--- src/rtl/ccache_pkg.sv ---
package ccache_pkg;
  localparam int NUM_WAYS = 2;

  typedef enum logic [1:0] {
    ST_IDLE,
    ST_REQ,
    ST_WAIT
  } ctl_state_e;
endpackage

--- src/rtl/ccache_tags.sv ---
module ccache_tags #(
  parameter int ADDR_W = 32,
  parameter int SETS   = 16,
  localparam int IDX_W = $clog2(SETS)
) (
  input  logic              clk,
  input  logic              rst_n,
  input  logic              flush,
  input  logic [IDX_W-1:0]  lk_idx,
  input  logic [ADDR_W-1:0] lk_addr,
  output logic              lk_hit,
  output logic              lk_way,
  input  logic              touch_en,
  input  logic [IDX_W-1:0]  touch_idx,
  input  logic              touch_way,
  input  logic              fill_en,
  input  logic [IDX_W-1:0]  fill_idx,
  input  logic [ADDR_W-1:0] fill_addr,
  output logic              fill_way
);
  import ccache_pkg::*;

  logic [NUM_WAYS-1:0] valid_q [SETS];
  logic [ADDR_W-1:0]   tag_q   [SETS][NUM_WAYS];
  logic [SETS-1:0]     lru_q;
  logic [NUM_WAYS-1:0] way_match;

  for (genvar w = 0; w < NUM_WAYS; w++) begin : g_cmp
    assign way_match[w] = valid_q[lk_idx][w] && (tag_q[lk_idx][w] == lk_addr);
  end

  assign lk_hit   = |way_match;
  assign lk_way   = way_match[1];
  assign fill_way = lru_q[fill_idx];

  always_ff @(posedge clk) begin
    if (!rst_n || flush) begin
      for (int s = 0; s < SETS; s++) valid_q[s] <= '0;
      lru_q <= '0;
    end else begin
      if (touch_en) lru_q[touch_idx] <= ~touch_way;
      if (fill_en) begin
        valid_q[fill_idx][fill_way] <= 1'b1;
        lru_q[fill_idx]             <= ~fill_way;
      end
    end
  end

  always_ff @(posedge clk) begin
    if (fill_en && !flush) tag_q[fill_idx][fill_way] <= fill_addr;
  end
endmodule

--- src/rtl/ccache_data.sv ---
module ccache_data #(
  parameter int DATA_W = 48,
  parameter int SETS   = 16,
  localparam int IDX_W = $clog2(SETS)
) (
  input  logic              clk,
  input  logic              wr_en,
  input  logic [IDX_W-1:0]  wr_idx,
  input  logic              wr_way,
  input  logic [DATA_W-1:0] wr_word,
  input  logic [IDX_W-1:0]  rd_idx,
  input  logic              rd_way,
  output logic [DATA_W-1:0] rd_word
);
  import ccache_pkg::*;

  logic [DATA_W-1:0] mem_q [SETS][NUM_WAYS];

  always_ff @(posedge clk) begin
    if (wr_en) mem_q[wr_idx][wr_way] <= wr_word;
  end

  assign rd_word = mem_q[rd_idx][rd_way];
endmodule

--- src/rtl/ccache_ctrl.sv ---
module ccache_ctrl #(
  parameter int ADDR_W = 32,
  parameter int DATA_W = 48,
  parameter logic [ADDR_W-1:0] EXT_BASE = ADDR_W'(32'h0040_0000)
) (
  input  logic              clk,
  input  logic              rst_n,
  input  logic              cache_en,
  input  logic              flush,
  input  logic              fetch_valid,
  output logic              fetch_ready,
  input  logic [ADDR_W-1:0] fetch_addr,
  input  logic              fetch_conflict,
  input  logic              iword_valid,
  input  logic [DATA_W-1:0] iword,
  output logic              ext_req_valid,
  input  logic              ext_req_ready,
  output logic [ADDR_W-1:0] ext_req_addr,
  input  logic              ext_rsp_valid,
  input  logic [DATA_W-1:0] ext_rsp_word,
  output logic              rsp_valid,
  output logic              rsp_hit,
  output logic [DATA_W-1:0] rsp_word,
  input  logic              lk_hit,
  input  logic              lk_way,
  input  logic [DATA_W-1:0] rd_word,
  output logic              touch_en,
  output logic              touch_way,
  output logic              fill_en,
  output logic [ADDR_W-1:0] fill_addr,
  output logic [DATA_W-1:0] fill_word
);
  import ccache_pkg::*;

  ctl_state_e        st_q;
  logic [ADDR_W-1:0] miss_addr_q;
  logic              miss_alloc_q;
  logic              pend_q;
  logic [ADDR_W-1:0] pend_addr_q;
  logic              rsp_valid_q;
  logic              rsp_hit_q;
  logic [DATA_W-1:0] rsp_word_q;

  logic accept, is_ext, use_hit, ext_fill, int_fill, in_wait;

  assign in_wait     = (st_q == ST_WAIT);
  assign fetch_ready = (st_q == ST_IDLE);
  assign accept      = fetch_valid && fetch_ready;
  assign is_ext      = (fetch_addr >= EXT_BASE);
  assign use_hit     = accept && cache_en && !flush && lk_hit;

  assign touch_en  = use_hit;
  assign touch_way = lk_way;

  assign ext_fill  = in_wait && ext_rsp_valid && miss_alloc_q && cache_en && !flush;
  assign int_fill  = (st_q == ST_IDLE) && pend_q && iword_valid && cache_en && !flush;
  assign fill_en   = ext_fill || int_fill;
  assign fill_addr = in_wait ? miss_addr_q : pend_addr_q;
  assign fill_word = in_wait ? ext_rsp_word : iword;

  assign ext_req_valid = (st_q == ST_REQ);
  assign ext_req_addr  = miss_addr_q;

  assign rsp_valid = rsp_valid_q;
  assign rsp_hit   = rsp_hit_q;
  assign rsp_word  = rsp_word_q;

  always_ff @(posedge clk) begin
    if (!rst_n) begin
      st_q         <= ST_IDLE;
      miss_addr_q  <= '0;
      miss_alloc_q <= 1'b0;
      pend_q       <= 1'b0;
      pend_addr_q  <= '0;
      rsp_valid_q  <= 1'b0;
      rsp_hit_q    <= 1'b0;
      rsp_word_q   <= '0;
    end else begin
      rsp_valid_q <= 1'b0;
      rsp_hit_q   <= 1'b0;
      if (int_fill || flush) pend_q <= 1'b0;
      unique case (st_q)
        ST_IDLE: begin
          if (accept) begin
            if (use_hit) begin
              rsp_valid_q <= 1'b1;
              rsp_hit_q   <= 1'b1;
              rsp_word_q  <= rd_word;
              pend_q      <= 1'b0;
            end else if (is_ext) begin
              st_q         <= ST_REQ;
              miss_addr_q  <= fetch_addr;
              miss_alloc_q <= cache_en;
              pend_q       <= 1'b0;
            end else begin
              rsp_valid_q <= 1'b1;
              rsp_word_q  <= '0;
              pend_q      <= cache_en && fetch_conflict && !flush;
              pend_addr_q <= fetch_addr;
            end
          end
        end
        ST_REQ: begin
          if (ext_req_ready) st_q <= ST_WAIT;
        end
        ST_WAIT: begin
          if (ext_rsp_valid) begin
            st_q        <= ST_IDLE;
            rsp_valid_q <= 1'b1;
            rsp_word_q  <= ext_rsp_word;
          end
        end
        default: st_q <= ST_IDLE;
      endcase
    end
  end
endmodule

--- src/rtl/dual_role_icache.sv ---
module dual_role_icache #(
  parameter int ADDR_W  = 32,
  parameter int DATA_W  = 48,
  parameter int SETS    = 16,
  parameter int IDX_LSB = 1,
  parameter logic [ADDR_W-1:0] EXT_BASE = ADDR_W'(32'h0040_0000)
) (
  input  logic              clk,
  input  logic              rst_n,
  input  logic              cache_en,
  input  logic              flush,
  input  logic              fetch_valid,
  output logic              fetch_ready,
  input  logic [ADDR_W-1:0] fetch_addr,
  input  logic              fetch_conflict,
  input  logic              iword_valid,
  input  logic [DATA_W-1:0] iword,
  output logic              ext_req_valid,
  input  logic              ext_req_ready,
  output logic [ADDR_W-1:0] ext_req_addr,
  input  logic              ext_rsp_valid,
  input  logic [DATA_W-1:0] ext_rsp_word,
  output logic              rsp_valid,
  output logic              rsp_hit,
  output logic [DATA_W-1:0] rsp_word
);
  localparam int IDX_W = $clog2(SETS);

  logic [IDX_W-1:0]  lk_idx, fill_idx;
  logic              lk_hit, lk_way, touch_en, touch_way, fill_en, fill_way;
  logic [ADDR_W-1:0] fill_addr;
  logic [DATA_W-1:0] fill_word, rd_word;

  assign lk_idx   = fetch_addr[IDX_LSB +: IDX_W];
  assign fill_idx = fill_addr[IDX_LSB +: IDX_W];

  ccache_tags #(.ADDR_W(ADDR_W), .SETS(SETS)) u_tags (
    .clk(clk), .rst_n(rst_n), .flush(flush),
    .lk_idx(lk_idx), .lk_addr(fetch_addr), .lk_hit(lk_hit), .lk_way(lk_way),
    .touch_en(touch_en), .touch_idx(lk_idx), .touch_way(touch_way),
    .fill_en(fill_en), .fill_idx(fill_idx), .fill_addr(fill_addr), .fill_way(fill_way)
  );

  ccache_data #(.DATA_W(DATA_W), .SETS(SETS)) u_data (
    .clk(clk), .wr_en(fill_en), .wr_idx(fill_idx), .wr_way(fill_way), .wr_word(fill_word),
    .rd_idx(lk_idx), .rd_way(lk_way), .rd_word(rd_word)
  );

  ccache_ctrl #(.ADDR_W(ADDR_W), .DATA_W(DATA_W), .EXT_BASE(EXT_BASE)) u_ctrl (
    .clk(clk), .rst_n(rst_n), .cache_en(cache_en), .flush(flush),
    .fetch_valid(fetch_valid), .fetch_ready(fetch_ready), .fetch_addr(fetch_addr),
    .fetch_conflict(fetch_conflict), .iword_valid(iword_valid), .iword(iword),
    .ext_req_valid(ext_req_valid), .ext_req_ready(ext_req_ready), .ext_req_addr(ext_req_addr),
    .ext_rsp_valid(ext_rsp_valid), .ext_rsp_word(ext_rsp_word),
    .rsp_valid(rsp_valid), .rsp_hit(rsp_hit), .rsp_word(rsp_word),
    .lk_hit(lk_hit), .lk_way(lk_way), .rd_word(rd_word),
    .touch_en(touch_en), .touch_way(touch_way),
    .fill_en(fill_en), .fill_addr(fill_addr), .fill_word(fill_word)
  );
endmodule

--- config.mk ---
export PLATFORM = sky130hd
export DESIGN_NAME = dual_role_icache
export DESIGN_NICKNAME = d
export VERILOG_FILES = /design/src/rtl/ccache_pkg.sv /design/src/rtl/ccache_tags.sv /design/src/rtl/ccache_data.sv /design/src/rtl/ccache_ctrl.sv /design/src/rtl/dual_role_icache.sv
export SDC_FILE = /design/constraint.sdc
export NUM_CORES = 2
export LEC_CHECK = 0
export CORE_ASPECT_RATIO = 1.75
export CORE_MARGIN = 2
export CORE_UTILIZATION = 30
export DETAILED_ROUTE_END_ITERATION = 12
export GPL_ROUTABILITY_DRIVEN = 1
export GPL_TIMING_DRIVEN = 0
export HOLD_SLACK_MARGIN = 0.12
export SLEW_MARGIN = 20
export SYNTH_ARGS = -nofsm -noshare
export SYNTH_HDL_FRONTEND = slang
export SYNTH_SLANG_ARGS = --single-unit
--- constraint.sdc ---
create_clock -name clk -period 5.8 [get_ports clk]
set_input_delay 1.16 -clock clk [delete_from_list [all_inputs] [get_ports clk]]
set_output_delay 1.16 -clock clk [all_outputs]
set_load 0.02 [all_outputs]
# --- Word level (Yosys, flattened, before mapping) ---
# Memories as Yosys holds them, arrays and structs flattened.
# Index checks and enable logic that the tools add are counted.
op_classes:
  eq_ne: 10
  n_lt_le_gt_ge: 10
  n_reduce_logical: 35
  bitwise_logic: 6
  muxes: 55
ops:
  columns: ["cell", "n"]
  rows:
  - ["2-to-1 mux 48 bit", 9]
  - ["2-to-1 mux 96 bit", 1]
  - ["case mux 48 bit (2 select lines)", 1]
  - ["equality test 32 bit", 2]
  - ["2-to-1 mux 32 bit", 2]
  - ["2-to-1 mux 64 bit", 1]
  - ["demux 48 bit (select 1 bit)", 1]
  - ["2-to-1 mux 16 bit", 3]
  - ["bitwise mux 16 bit", 2]
  - ["demux 32 bit (select 1 bit)", 1]
  - [">= comparator 32 x 23 -> 1 bit (second input constant)", 1]
  - ["logical AND 1 bit", 21]
  - ["2-to-1 mux 1 bit", 19]
  - ["2-to-1 mux 2 bit", 8]
  - ["AND reduction 4 bit", 3]
  - ["less-than comparator 4 x 5 -> 1 bit (second input constant)", 2]
  - ["demux 1 bit (select 4 bit)", 2]
  - [">= comparator 4 x 1 -> 1 bit (second input constant)", 2]
  - ["inequality test 2 bit (second input constant)", 4]
  - ["case mux 2 bit (3 select lines)", 1]
  - ["AND reduction 5 bit", 1]
  - ["binary-select mux 1 bit (select 4 bit)", 1]
  - [">= comparator 2 bit (second input constant)", 2]
  - ["2-to-1 mux 4 bit", 1]
  - ["17 further kinds", 25]
totals:
  ram_bits: 2592
  n_memories: 3
  input_bits: 137
  ff_bits: 134
  output_inout_bits: 84
  word_cells: 128
mem_list:
  columns: ["name", "depth", "width", "rd", "rd_clocked_by_memory_dff", "write_ports", "line_no", "source"]
  rows:
  - ["u_data.mem_q", 16, 96, 1, 0, 1, "ccache_data.sv:17", "logic [DATA_W-1:0] mem_q [SETS][NUM_WAYS];"]
  - ["u_tags.tag_q", 16, 64, 1, 0, 1, "ccache_tags.sv:24", "logic [ADDR_W-1:0] tag_q [SETS][NUM_WAYS];"]
  - ["u_tags.valid_q", 16, 2, 1, 0, 16, "ccache_tags.sv:23", "logic [NUM_WAYS-1:0] valid_q [SETS];"]

# --- Logic depth before layout (Yosys ltp) ---
logic_depth:
  depth_word: 11
  depth_mapped: 18
  ltp_nobuf: 11

# --- Modules after synthesis ---
# A second synthesis with hierarchy kept.
hier_totals:
  cells_unflattened: 6297
  hier_area_um2: 109407.4
by_module_without_submodules:
  columns: ["mod", "seq_area_each_um2", "cells_each", "instances", "area_per_inst_um2"]
  rows:
  - ["ccache_data", 46124.2, 3321, 1, 59768.6]
  - ["ccache_tags", 31710.4, 2377, 1, 43768.2]
  - ["ccache_ctrl", 2362.3, 599, 1, 5870.6]

# --- Worst setup path before layout ---
# Ideal clock, no wire load.
synth_timing:
  kind: "register to register"
  startpoint: "register u_ctrl.st_q[0]"
  endpoint: "memory u_data.mem_q[14][0] (netlist name) (enable)"
  synth_period_minus_slack_ns: 5.333
  setup_slack_ns: 0.467
  arrival_ns: 4.879
  t_required_ns: 5.346
  path_stages_with_launch: 12
  setup_ns: 0.454
  path_buffers: 3
  path_cell_list: "dfxtp_1 -> nand2b_1 -> clkbuf_1 -> mux2i_1 -> inv_2 -> mux2i_1 -> mux4_2 -> nand2_1 -> o31ai_1 -> clkbuf_1 -> clkbuf_1 -> nor2_1"
synth_between:
  elab_chain_cells: 10
  elab_cells_between_ends: 22
  cone_classes: "order compare: 2; eq/ne: 1; mux: 7; bitwise: 1; reduce/logical: 11"
synth_lines:
  columns: ["element", "line_no", "source"]
  rows:
  - ["start, declared", "ccache_ctrl.sv:35", "ctl_state_e st_q;"]
  - ["start signal, assigned", "ccache_ctrl.sv:70", "st_q <= ST_IDLE;"]
  - ["start signal, assigned", "ccache_ctrl.sv:91", "st_q <= ST_REQ;"]
  - ["start signal, assigned", "ccache_ctrl.sv:104", "if (ext_req_ready) st_q <= ST_WAIT;"]
  - ["equality test 2 bit *", "ccache_ctrl.sv:46", "assign in_wait = (st_q == ST_WAIT);"]
  - ["2-to-1 mux 32 bit *", "ccache_ctrl.sv:58", "assign fill_addr = in_wait ? miss_addr_q : pend_addr_q;"]
  - ["via fill_addr[1]", "dual_role_icache.sv:31", "logic [ADDR_W-1:0] fill_addr;"]
  - ["binary-select mux 1 bit (select 4 bit)", "ccache_tags.sv:34", "assign fill_way = lru_q[fill_idx];"]
  - ["2-to-1 mux 1 bit (implied by the code)", "ccache_tags.sv:34", null]
  - ["NOT 1 -> 2 bit (implied by the code)", "ccache_data.sv:20", "if (wr_en) mem_q[wr_idx][wr_way] <= wr_word;"]
  - [">= comparator 2 bit (implied by the code) / less-than comparator 2 x 1 -> 1 bit (equally long branches)", "ccache_data.sv:20", null]
  - ["logical AND 1 bit (implied by the code)", "ccache_data.sv:20", null]
  - ["2-to-1 mux 48 bit (implied by the code)", "ccache_data.sv:20", null]
  - ["demux 48 bit (select 1 bit)", "ccache_data.sv:20", null]
  - ["2-to-1 mux 96 bit (implied by the code)", "ccache_data.sv:20", null]
  - ["end, declared", "ccache_data.sv:17", null]
# Mark *: on every way through the listed nets, which the timed path passes. The rest lies on a longest branch. The select of a mux whose other input is x is not followed.

# --- Final worst setup path ---
layout_timing:
  startpoint: "input port fetch_addr[1]"
  endpoint: "register u_ctrl.rsp_word_q[34] (netlist: u_ctrl.rsp_word[34])"
layout_between:
  elab_chain_cells: 10
  elab_cells_between_ends: 19
  cone_classes: "order compare: 1; eq/ne: 3; mux: 6; bitwise: 1; reduce/logical: 5; memory: 3"
layout_lines:
  columns: ["element", "line_no", "source"]
  rows:
  - ["start, declared", "dual_role_icache.sv:14", "input logic [ADDR_W-1:0] fetch_addr,"]
  - ["memory (16 x 64 bit)", null, null]
  - ["equality test 32 bit", "ccache_tags.sv:29", "assign way_match[w] = valid_q[lk_idx][w] && (tag_q[lk_idx][w] == lk_addr);"]
  - ["logical AND 1 bit", "ccache_tags.sv:29", null]
  - ["NOT 1 -> 2 bit (implied by the code)", "ccache_data.sv:23", "assign rd_word = mem_q[rd_idx][rd_way];"]
  - ["2-to-1 mux 48 bit (implied by the code) (3 in a row)", "ccache_data.sv:23", null]
  - ["2-to-1 mux 48 bit", "ccache_ctrl.sv:85", "if (use_hit) begin"]
  - ["2-to-1 mux 48 bit", "ccache_ctrl.sv:84", "if (accept) begin"]
  - ["case mux 48 bit (2 select lines)", "ccache_ctrl.sv:82", "unique case (st_q)"]
  - ["end signal, assigned", "ccache_ctrl.sv:88", "rsp_word_q <= rd_word;"]
  - ["end signal, assigned", "ccache_ctrl.sv:110", "rsp_word_q <= ext_rsp_word;"]
  - ["end, declared", "ccache_ctrl.sv:42", "logic [DATA_W-1:0] rsp_word_q;"]
# Parallel ways exist; a longest one is shown, timed or not. The select of a mux whose other input is x is not followed.
# A chain may end at the register's enable or synchronous reset.

==> impl_metrics.env <==
export IMPL_outcome="finished, violations left"
export IMPL_violations="negative setup slack"
export IMPL_synth_edf_count=2560
export IMPL_yosys_area_share_simple=0.0349
export IMPL_sequentialPowerShare=0.511
export IMPL_setup_viol=22
export IMPL_netlist_area_mm2=0.108
export IMPL_cts_sinks=2726
export IMPL_hold_viol_final=0
export IMPL_power_density_mw_per_mm2=322
export IMPL_synthCells=5407
export IMPL_rsz0062_at_grt="true"
export IMPL_post_route_period_util=1.03
export IMPL_power_switching_mw=9.24
export IMPL_ys_seq_area_frac=0.743
export IMPL_initialDrtViolationCount=8197
export IMPL_synth_flop_cell="edfxtp_1"
export IMPL_worstSetupPathType="input port to flip-flop"
export IMPL_grt_antenna_before_repair=19
export IMPL_final_cell_mix="edfxtp_1, mux4_2, nand2_1"
export IMPL_dieWidth_um=457
export IMPL_core_mm2=0.359
export IMPL_layout_nets=6229
export IMPL_hpwlAfterDp_um=271000
export IMPL_grt_pass1_vias=60900
export IMPL_endpoint_kind="flip-flop"
export IMPL_wl_per_cell_um=34.5
export IMPL_cp_startpoint="fetch_addr[1]"
export IMPL_synth_compound_area_frac=0.0299
export IMPL_insertion_delay_ns=0.87
export IMPL_swShare=0.219
export IMPL_final_common_cell="edfxtp_1"
export IMPL_p_int_mw=32.9
export IMPL_clkPwrFrac=0.435
export IMPL_cts_buffers=277
export IMPL_syn_to_final_growth_pct=21.0
export IMPL_hp_start="u_ctrl.pend_addr_q[6]"
export IMPL_rr_startpoint="u_ctrl.st_q[0]"
export IMPL_htree_num_levels=5
export IMPL_cap_violations=0
export IMPL_gp_congestion=0.956
export IMPL_vias_per_cell=5.49
export IMPL_muxShareOfSynthArea=0.170
export IMPL_hold_class="flip-flop to flip-flop"
export IMPL_whs_ns=0.462
export IMPL_port_buffer_count=207
export IMPL_clk_pin_slew_ns=0.06
export IMPL_clockBufferDepth=4
export IMPL_crit_arrival_ns=6.66
export IMPL_drc=0
export IMPL_leakage_nw=39.2
export IMPL_ant_nets=0
export IMPL_drive_gt1_frac=0.275
export IMPL_synth_xor_area_frac=0.00381
export IMPL_design_area_mm2=0.131
export IMPL_routed_wl_um=380000
export IMPL_die_h_um=797
export IMPL_crit_path_max_fanout=10
export IMPL_first_pass_iters=6
export IMPL_synthArstFlopShare=0
export IMPL_grt_usage=0.203
export IMPL_slew_headroom=0.178
export IMPL_worstPathRequired_ns=6.52
export IMPL_cts_root_buf="clkbuf_16"
export IMPL_grt_max_degree=42
export IMPL_synth_top_family_by_area="multiplexers"
export IMPL_io_pins=221
export IMPL_drv_slew=0
export IMPL_start_kind="input port"
export IMPL_start_util=0.301
export IMPL_placed_cell_area_mm2=0.121
export IMPL_synth_seq_cells=2726
export IMPL_cts_tree="built"
export IMPL_clock_skew_ns=0.0871
export IMPL_grt_pass1_wl_um=512000
export IMPL_grt_ovfl_total=0
export IMPL_syn_avg_cell_area_um2=20.0
export IMPL_die_area_mm2=0.365
export IMPL_ir_drop_v=0.000237
export IMPL_tightest_slew_ns=1.23
export IMPL_fin_crit_ns=5.95
export IMPL_rows=291
export IMPL_yosys_warnings=0
export IMPL_power_frac_comb=0.053
export IMPL_setup_slack_ns=-0.145
export IMPL_via_count=60400
export IMPL_fmax_mhz=168
export IMPL_synth_nets=5544
export IMPL_ys_types=88
export IMPL_synthAdderAreaFrac=0
export IMPL_final_util=0.364
flip-flops by register name, summed over array words and instances (netlist names), 2 cells and up:
| register | count |
|---|---|
| u_ctrl.ext_req_addr | 32 |
| u_ctrl.pend_addr_q | 32 |
| u_ctrl.rsp_word | 48 |
| u_ctrl.st_q | 2 |
| u_data.mem_q | 1536 |
| u_tags.lru_q | 16 |
| u_tags.tag_q | 1024 |
| u_tags.valid_q | 32 |
metrics by stage:
stage / setup TNS [ns] / instances / worst slack, ns / total power [mW]
floorplan: 0 / 5407 / 0.467 / 23.1
global placement: - / 10300 / -5.93 / 24.1
detailed placement: -624.58 / 10500 / -2.30 / 24.2
CTS: 0 / 11000 / 0.00173 / 42.3
global route: -0.239 / 11000 / -0.0567 / 43.1
finish: -0.849 / 11000 / -0.145 / 42.1
worst paths after layout:
| kind | to | slack (ns) | depth (start not counted) |
|---|---|---|---|
| setup reg to reg | u_tags.tag_q[5][29] | -0.01 | 12 |
| setup / recovery | u_ctrl.rsp_word[34] | -0.15 | 17 |
| hold reg to reg | u_ctrl.pend_addr_q[6] | 0.46 | 2 |
| hold / removal | u_ctrl.pend_addr_q[6] | 0.46 | 2 |
final cells by class:
type	instances	area [um^2]
fill	32600	228000
sequential	2726	80200
multi-input combinational	2314	26700
clock buffer	343	7510
timing repair buffer	407	6610
tap	4688	5870
buffer	327	1970
clock inverter	148	1610
inverter	39	154
antenna	5	12.5
critical path, cell delays in order:
cell and delay [ns]:
clkdlybuf4s50_1 0.62, buf_6 0.27, buf_8 0.32, inv_1 0.21, buf_6 0.23, buf_4 0.28, mux2i_2 0.34, a211oi_1 0.33
a22oi_1 0.23, or2_1 0.30, nor4_2 0.44, and4_4 0.40, buf_6 0.27, buf_8 0.22, mux2_1 0.47, a22oi_1 0.32
a21oi_1 0.13
kinds of logic after synthesis:
kind of cell | after synthesis
xor+xnor | 47
buf+inv | 367
flops | 2726
compound gates | 444
simple gates | 821
mux | 1002
cell usage after synthesis, types with 6 or more instances:
cell type / instances / share of area
or3_1: 51 / 0.0030
mux2i_1: 253 / 0.023
a31oi_1: 16 / 0.00093
and3_1: 10 / 0.00058
xnor2_1: 32 / 0.0026
nand2b_1: 14 / 0.00081
mux4_2: 660 / 0.14
a22oi_1: 92 / 0.0064
xor2_1: 15 / 0.0012
a211o_1: 6 / 0.00049
buf_1: 16 / 0.00056
nor3_1: 27 / 0.0013
buf_4: 33 / 0.0023
and2_1: 21 / 0.0012
a21oi_1: 104 / 0.0048
nand2_1: 428 / 0.015
mux2_2: 56 / 0.0058
edfxtp_1: 2560 / 0.71
nor2_1: 144 / 0.0050
a211oi_1: 14 / 0.00097
nor4_1: 12 / 0.00070
o211ai_1: 10 / 0.00070
o21ai_0: 15 / 0.00070
nor2b_1: 14 / 0.00081
a221oi_1: 19 / 0.0015
dfxtp_1: 166 / 0.031
inv_1: 34 / 0.0012
o2111ai_1: 6 / 0.00049
nand4_1: 18 / 0.0010
a22o_1: 7 / 0.00057
o221ai_1: 54 / 0.0044
clkbuf_1: 159 / 0.0055
a311oi_1: 11 / 0.00089
buf_6: 32 / 0.0033
o31ai_1: 8 / 0.00056
buf_2: 80 / 0.0037
a2111oi_0: 6 / 0.00049
mux2_1: 33 / 0.0034
nand3_1: 34 / 0.0016
o22ai_1: 22 / 0.0013
power groups by stage:
stage | clock network (mW) | logic [mW] | registers [mW]
2_1_floorplan | 0 | 1.13 | 22.0
3_3_place_gp | 0 | 2.16 | 21.9
3_5_place_dp | 0 | 2.21 | 22.0
4_1_cts | 18.5 | 2.23 | 21.5
5_1_grt | 19.3 | 2.31 | 21.5
6_report | 18.3 | 2.25 | 21.5
per-layer routing:
layer  track usage  wire (um)  up-vias
met4         0.116      25300        2
met5             0         13        -
li1              -          -    23700
met3        0.0388      30800      798
met1         0.234     133000    32500
met2         0.353     191000     3452
timing repair:
item                                    4_1_cts  5_1_grt
hold buffers                                  0        0
endpoints found under the setup margin     1371       30
gates cloned                                  0        0
pin swaps                                     6        0
setup buffers                                10        1
gates resized for setup                      83       17
No activity file was read; power rests on OpenSTA's default activity.
